## config.mk

```make
export PLATFORM = sky130hd
export DESIGN_NAME = fc_update_sched
export DESIGN_NICKNAME = d
export VERILOG_FILES = /design/src/rtl/fcu_pkg.sv /design/src/rtl/fcu_credit_lane.sv /design/src/rtl/fcu_resend_timer.sv /design/src/rtl/fc_update_sched.sv
export SDC_FILE = /design/constraint.sdc
export NUM_CORES = 1
export LEC_CHECK = 0
export CORE_ASPECT_RATIO = 0.6
export CORE_UTILIZATION = 50
export DETAILED_ROUTE_END_ITERATION = 8
export GPL_TIMING_DRIVEN = 0
export PLACE_DENSITY = 0.78
export SYNTH_ARGS = -nofsm -noshare
export SYNTH_HDL_FRONTEND = slang
export SYNTH_SLANG_ARGS = --single-unit
```

## constraint.sdc

```tcl
create_clock -name clk -period 11.2 [get_ports clk]
set_input_delay 3.36 -clock clk [delete_from_list [all_inputs] [get_ports clk]]
set_output_delay 3.36 -clock clk [all_outputs]
set_load 0.005 [all_outputs]
```

## src/rtl/fcu_pkg.sv

```systemverilog
package fcu_pkg;
  // Per-class flags produced from a lane's next state
  typedef struct packed {
    logic pend;     // allocated differs from last advertised
    logic quarter;  // unadvertised credits reach a quarter of capacity
  } lane_flags_t;
endpackage

```

## src/rtl/fcu_credit_lane.sv

```systemverilog
module fcu_credit_lane
  import fcu_pkg::*;
#(
  parameter int W   = 12,
  parameter int CAP = 256
) (
  input  logic         clk,
  input  logic         rst,
  input  logic         inc_vld,
  input  logic [W-1:0] inc,
  input  logic         ack,
  output logic [W-1:0] alloc_q,
  output logic [W-1:0] last_q,
  output logic [W-1:0] last_nx,
  output lane_flags_t  flags_nx
);
  localparam logic [W-1:0] CAP_W = W'(CAP);
  localparam logic [W-1:0] QTR_W = W'(CAP / 4);

  logic [W-1:0] alloc_nx;
  logic [W-1:0] gap_nx;

  always_comb begin
    alloc_nx         = inc_vld ? alloc_q + inc : alloc_q;
    last_nx          = ack ? alloc_q : last_q;
    gap_nx           = alloc_nx - last_nx;
    flags_nx.pend    = (gap_nx != '0);
    flags_nx.quarter = (gap_nx >= QTR_W);
  end

  always_ff @(posedge clk) begin
    if (rst) begin
      alloc_q <= CAP_W;
      last_q  <= CAP_W;
    end else begin
      alloc_q <= alloc_nx;
      last_q  <= last_nx;
    end
  end

  // allocation only moves on a drain event
  a_r2_hold_without_drain: assert property (@(posedge clk) disable iff (rst)
    !inc_vld |=> alloc_q == $past(alloc_q));

  // acknowledgement captures the value presented on that cycle
  a_r3_ack_captures: assert property (@(posedge clk) disable iff (rst)
    ack |=> last_q == $past(alloc_q));
endmodule

```

## src/rtl/fcu_resend_timer.sv

```systemverilog
module fcu_resend_timer #(
  parameter int TERM = 7500
) (
  input  logic clk,
  input  logic rst,
  input  logic restart,
  output logic expired_nx
);
  localparam int CTW = $clog2(TERM + 1);
  localparam logic [CTW-1:0] TERM_C = CTW'(TERM);

  logic [CTW-1:0] cnt_q;
  logic [CTW-1:0] cnt_nx;

  always_comb begin
    if (restart)              cnt_nx = '0;
    else if (cnt_q == TERM_C) cnt_nx = cnt_q;
    else                      cnt_nx = cnt_q + 1'b1;
    expired_nx = (cnt_nx == TERM_C);
  end

  always_ff @(posedge clk) begin
    if (rst) cnt_q <= '0;
    else     cnt_q <= cnt_nx;
  end

  // the interval restarts on every acknowledgement
  a_r6_restart_clears: assert property (@(posedge clk) disable iff (rst)
    restart |=> cnt_q == '0);
endmodule

```

## src/rtl/fc_update_sched.sv

```systemverilog
module fc_update_sched
  import fcu_pkg::*;
#(
  parameter int CW        = 12,
  parameter int HDR_CAP   = 32,
  parameter int DAT_CAP   = 256,
  parameter int MAXP      = 16,
  parameter int CLK_MHZ   = 250,
  parameter int RESEND_US = 30
) (
  input  logic          clk,
  input  logic          rst,
  input  logic          drain_vld,
  input  logic [CW-1:0] drain_dat,
  input  logic          rcv_vld,
  input  logic [CW-1:0] rcv_dat,
  input  logic          sent_ack,
  output logic [CW-1:0] adv_hdr,
  output logic [CW-1:0] adv_dat,
  output logic          upd_req,
  output logic          upd_hi
);
  localparam int TIMER_CYCLES = CLK_MHZ * RESEND_US;
  localparam logic [CW-1:0] MAXP_W = CW'(MAXP);

  lane_flags_t  hdr_f, dat_f;
  logic [CW-1:0] hdr_last, dat_last, hdr_last_nx, dat_last_nx;
  logic [CW-1:0] tot_q, tot_nx;
  logic          tmr_exp_nx, starve_nx;
  logic [CW-1:0] hdr_inc;

  assign hdr_inc = {{(CW-1){1'b0}}, 1'b1};

  fcu_credit_lane #(.W(CW), .CAP(HDR_CAP)) u_hdr_lane (
    .clk(clk), .rst(rst), .inc_vld(drain_vld), .inc(hdr_inc), .ack(sent_ack),
    .alloc_q(adv_hdr), .last_q(hdr_last), .last_nx(hdr_last_nx), .flags_nx(hdr_f)
  );

  fcu_credit_lane #(.W(CW), .CAP(DAT_CAP)) u_dat_lane (
    .clk(clk), .rst(rst), .inc_vld(drain_vld), .inc(drain_dat), .ack(sent_ack),
    .alloc_q(adv_dat), .last_q(dat_last), .last_nx(dat_last_nx), .flags_nx(dat_f)
  );

  fcu_resend_timer #(.TERM(TIMER_CYCLES)) u_timer (
    .clk(clk), .rst(rst), .restart(sent_ack), .expired_nx(tmr_exp_nx)
  );

  always_comb begin
    tot_nx    = rcv_vld ? tot_q + rcv_dat : tot_q;
    starve_nx = ((dat_last_nx - tot_nx) < MAXP_W) && dat_f.pend;
  end

  always_ff @(posedge clk) begin
    if (rst) begin
      tot_q   <= '0;
      upd_req <= 1'b0;
      upd_hi  <= 1'b0;
    end else begin
      tot_q   <= tot_nx;
      upd_req <= hdr_f.pend | dat_f.pend | tmr_exp_nx;
      upd_hi  <= starve_nx | tmr_exp_nx | hdr_f.quarter | dat_f.quarter;
    end
  end

  // urgency only accompanies a raised request
  a_r9_hi_implies_req: assert property (@(posedge clk) disable iff (rst)
    upd_hi |-> upd_req);

  // received data never moves the advertised values
  a_r8_rcv_keeps_adv: assert property (@(posedge clk) disable iff (rst)
    (rcv_vld && !drain_vld) |=> adv_dat == $past(adv_dat));

  // unused last-advertised copies kept for visibility
  logic unused_last;
  assign unused_last = ^{hdr_last, dat_last};
endmodule

```

==> impl_metrics.json <==
{
  "die_y_microns": 82.18,
  "fmax_mhz": 128.6,
  "synth-seq-area-share_pct": 28.02,
  "synth_nets": 714,
  "netlist_instances": 626,
  "antenna_found_initial": 0,
  "ctsResizeCount": 0,
  "area_growth_pct": 18.85,
  "num_rows": 28,
  "ant_nets": 0,
  "synth_seq_cells": 75,
  "peakVddDrop_v": 0.00009895,
  "crit_type": "in -> reg",
  "avgRoutedWirePerCell_microns": 15.89,
  "yosysMostFrequentCell": "nor2_1",
  "run_status": "finished clean",
  "max_slew_margin_pct": 46.77,
  "cts_buffers": 9,
  "finClkSkew_ps": 8.434,
  "synth_area_leaders": "dfxtp_1 (28%), ha_1 (13%), mux2i_1 (6.4%)",
  "power.density_nw_per_um2": 154.7,
  "finalHoldViolCount": 0,
  "cp.required_ps": 11410,
  "register_area_sq_um": 1501,
  "grt_max_degree": 13,
  "clock_latency_ps": 340,
  "multi_input_area_sq_um": 3687,
  "grtUsageMet3_pct": 4.518,
  "cap_violations": 0,
  "cp_common_cell": "a21oi_1",
  "synth_common_cells": "nor2_1 (81), dfxtp_1 (75), ha_1 (56)",
  "final_nets": 778,
  "syn_area_sq_um": 5358,
  "crit_slowest_cell": "fa_1",
  "antennaDiodeCount": 0,
  "die_w_microns": 135.6,
  "gr-total-overflow": 0,
  "via_per_inst": 5.755,
  "critPathTopFamily": "compound AO/OA/AOI/OAI gates",
  "drt-initial-drc-count": 268,
  "synth_edf_count": 0,
  "port_buffers": 53,
  "placed_area_sq_um": 6057,
  "p_leak_nw": 2.717,
  "synth_warnings": 0,
  "cts_num_sinks": 75,
  "period_minus_slack_ps": 7777,
  "synth_ff_type": "dfxtp_1",
  "path_buf_inv": 1,
  "routed_wl_microns": 13190,
  "tritoncts": "done",
  "clock-root-buffer": "clkbuf_16",
  "clk_pin_slew_ps": 60,
  "post-cts-setup-buffer-count": 0,
  "busiest_layer": "met2",
  "cts_hold_buf": 0,
  "drc": 0,
  "start_util_pct": 52.92,
  "num_vias": 4777,
  "dieArea_sq_um": 11150,
  "gp_congestion": 0.8666,
  "grt_usage_pct": 24.64,
  "critPathMaxFanout": 6,
  "critPathMaxStageDelay_ps": 420,
  "async_reset_ff_share_pct": 0,
  "dp_hpwl_microns": 10120,
  "postSynthAreaPerCell_sq_um": 8.559,
  "period_share_pct": 69.44,
  "synth_top_area_share_pct": 28.02,
  "drive_gt1_share_pct": 5.324,
  "synth_top_area_cell": "dfxtp_1",
  "worstMarginPinSlew_ps": 798.5,
  "grt_pass1_wl_microns": 21270,
  "grt_pass1_vias": 4421,
  "setup-tns-final_ps": 0,
  "drt-pass1-iter-count": 5,
  "grt_util_met1_pct": 35.35,
  "cts_buffer_depth": 2,
  "final_area_sq_um": 6367,
  "core_area_sq_um": 10120,
  "fillCellCount": 857,
  "grt_setup_unrepaired": "no",
  "startpoint_type": "input port",
  "synth_cell_types": 64,
  "worstPathCellList": "clkdlybuf4s50_1 > ha_1 > fa_1 > a21o_1 > a21oi_1 > o21bai_1 > a21oi_1 > o21bai_1 > a21oi_1 > xnor2_1 > mux2_2 > ha_1 > and3_1 > o211ai_1 > a31oi_1 > xor2_1 > a211oi_1 > mux2i_1 > o41ai_2 > o31ai_1",
  "hold_path.class": "reg -> reg",
  "grt_util_met2_pct": 37.45,
  "crit_path_end_kind": "flip-flop",
  "io_pins": 55,
  "drv_slew": 0,
  "htreeDepth": 3,
  "finalSetupViolations": 0,
  "cp_data_arrival_time_ps": 7990
}
[sequential cells by signal, indices dropped and copies added (netlist names)]
signal	flops
tot_q	12
u_dat_lane.alloc_q	12
u_dat_lane.last_q	12
u_hdr_lane.alloc_q	12
u_hdr_lane.last_q	12
u_timer.cnt_q	13
upd_hi	1
upd_req	1
[layer usage]
metal  part of all wire [%]  up-vias
li1                       -     2367
met5                      0        -
met1                     51     2223
met4                    1.4        0
met3                    7.1       20
met2                     41      167
[worst register-to-register path, delay by kind of cell (launching register included)]
family                   cells  cell delay, ps
AO/OA/AOI/OAI               11            2200
XOR/XNOR                     2             300
adder cells (fa/ha/maj)      3            1020
flip-flops                   1             330
multiplexers                 2             460
AND/OR/NAND/NOR              1             220
[where the power goes]
part | switching, W | internal [W]
registers | 0.0000164 | 0.000285
logic | 0.000202 | 0.000176
clock network | 0.000112 | 0.000194
total | 0.000330 | 0.000656
[cells by family after synthesis]
| family | after synthesis | synth area share [%] |
|---|---|---|
| simple gates | 228 | 22.19 |
| buf+inv | 44 | 3.153 |
| fa+ha+maj | 60 | 14.39 |
| flops | 75 | 28.02 |
| mux | 44 | 8.524 |
| xor+xnor | 53 | 8.664 |
| compound gates | 122 | 15.06 |
[cell type report]
class	instances	area share (%)
Tap cell	135	2.653
Timing Repair Buffer	53	8.332
Clock inverter	5	1.218
Inverter	27	1.592
Buffer	17	1.061
Clock buffer	11	3.655
Multi-Input combinational cell	507	57.91
Sequential cell	75	23.58
[path summary, 6_finish.rpt]
path | from | to | slack, ps | cells after the start
worst max-delay path | drain_dat[0] | upd_hi$_SDFF_PP0_ | 3420 | 20
worst min-delay path | u_hdr_lane.last_q[5]$_SDFF_PP1_ | u_hdr_lane.last_q[5]$_SDFF_PP1_ | 500 | 2
worst max register to register | u_dat_lane.alloc_q[0]$_SDFF_PP0_ | upd_hi$_SDFF_PP0_ | 6530 | 19
worst min register to register | u_hdr_lane.last_q[5]$_SDFF_PP1_ | u_hdr_lane.last_q[5]$_SDFF_PP1_ | 500 | 2
[through the flow]
stage	utilization, %	setup slack, ps	total power, W	hold slack [ps]	instances
3_3_place_gp	59.82	3333	0.0006517	474.6	814
2_1_floorplan	-	4132	0.0005792	445.1	626
4_1_cts	62.89	3480	0.0009819	500.8	830
5_1_grt	62.89	3099	0.001040	519.2	830
3_5_place_dp	59.82	3137	0.0006740	487.1	814
6_report	62.89	3423	0.0009853	495.8	830
[placed cells by master (no fill, tap or decap), types with 10 or more instances in the layout]
cell type / n
nor2_1: 81
inv_1: 26
a21oi_1: 34
nand2_1: 26
and2_1: 23
ha_1: 56
xor2_1: 18
nand2b_1: 10
clkdlybuf4s50_1: 53
mux2i_1: 34
nand4_1: 12
nand3_1: 14
dfxtp_1: 75
xnor2_1: 35
o21ai_1: 10
nor3_1: 16
No activity file was read; power rests on OpenSTA's default activity.
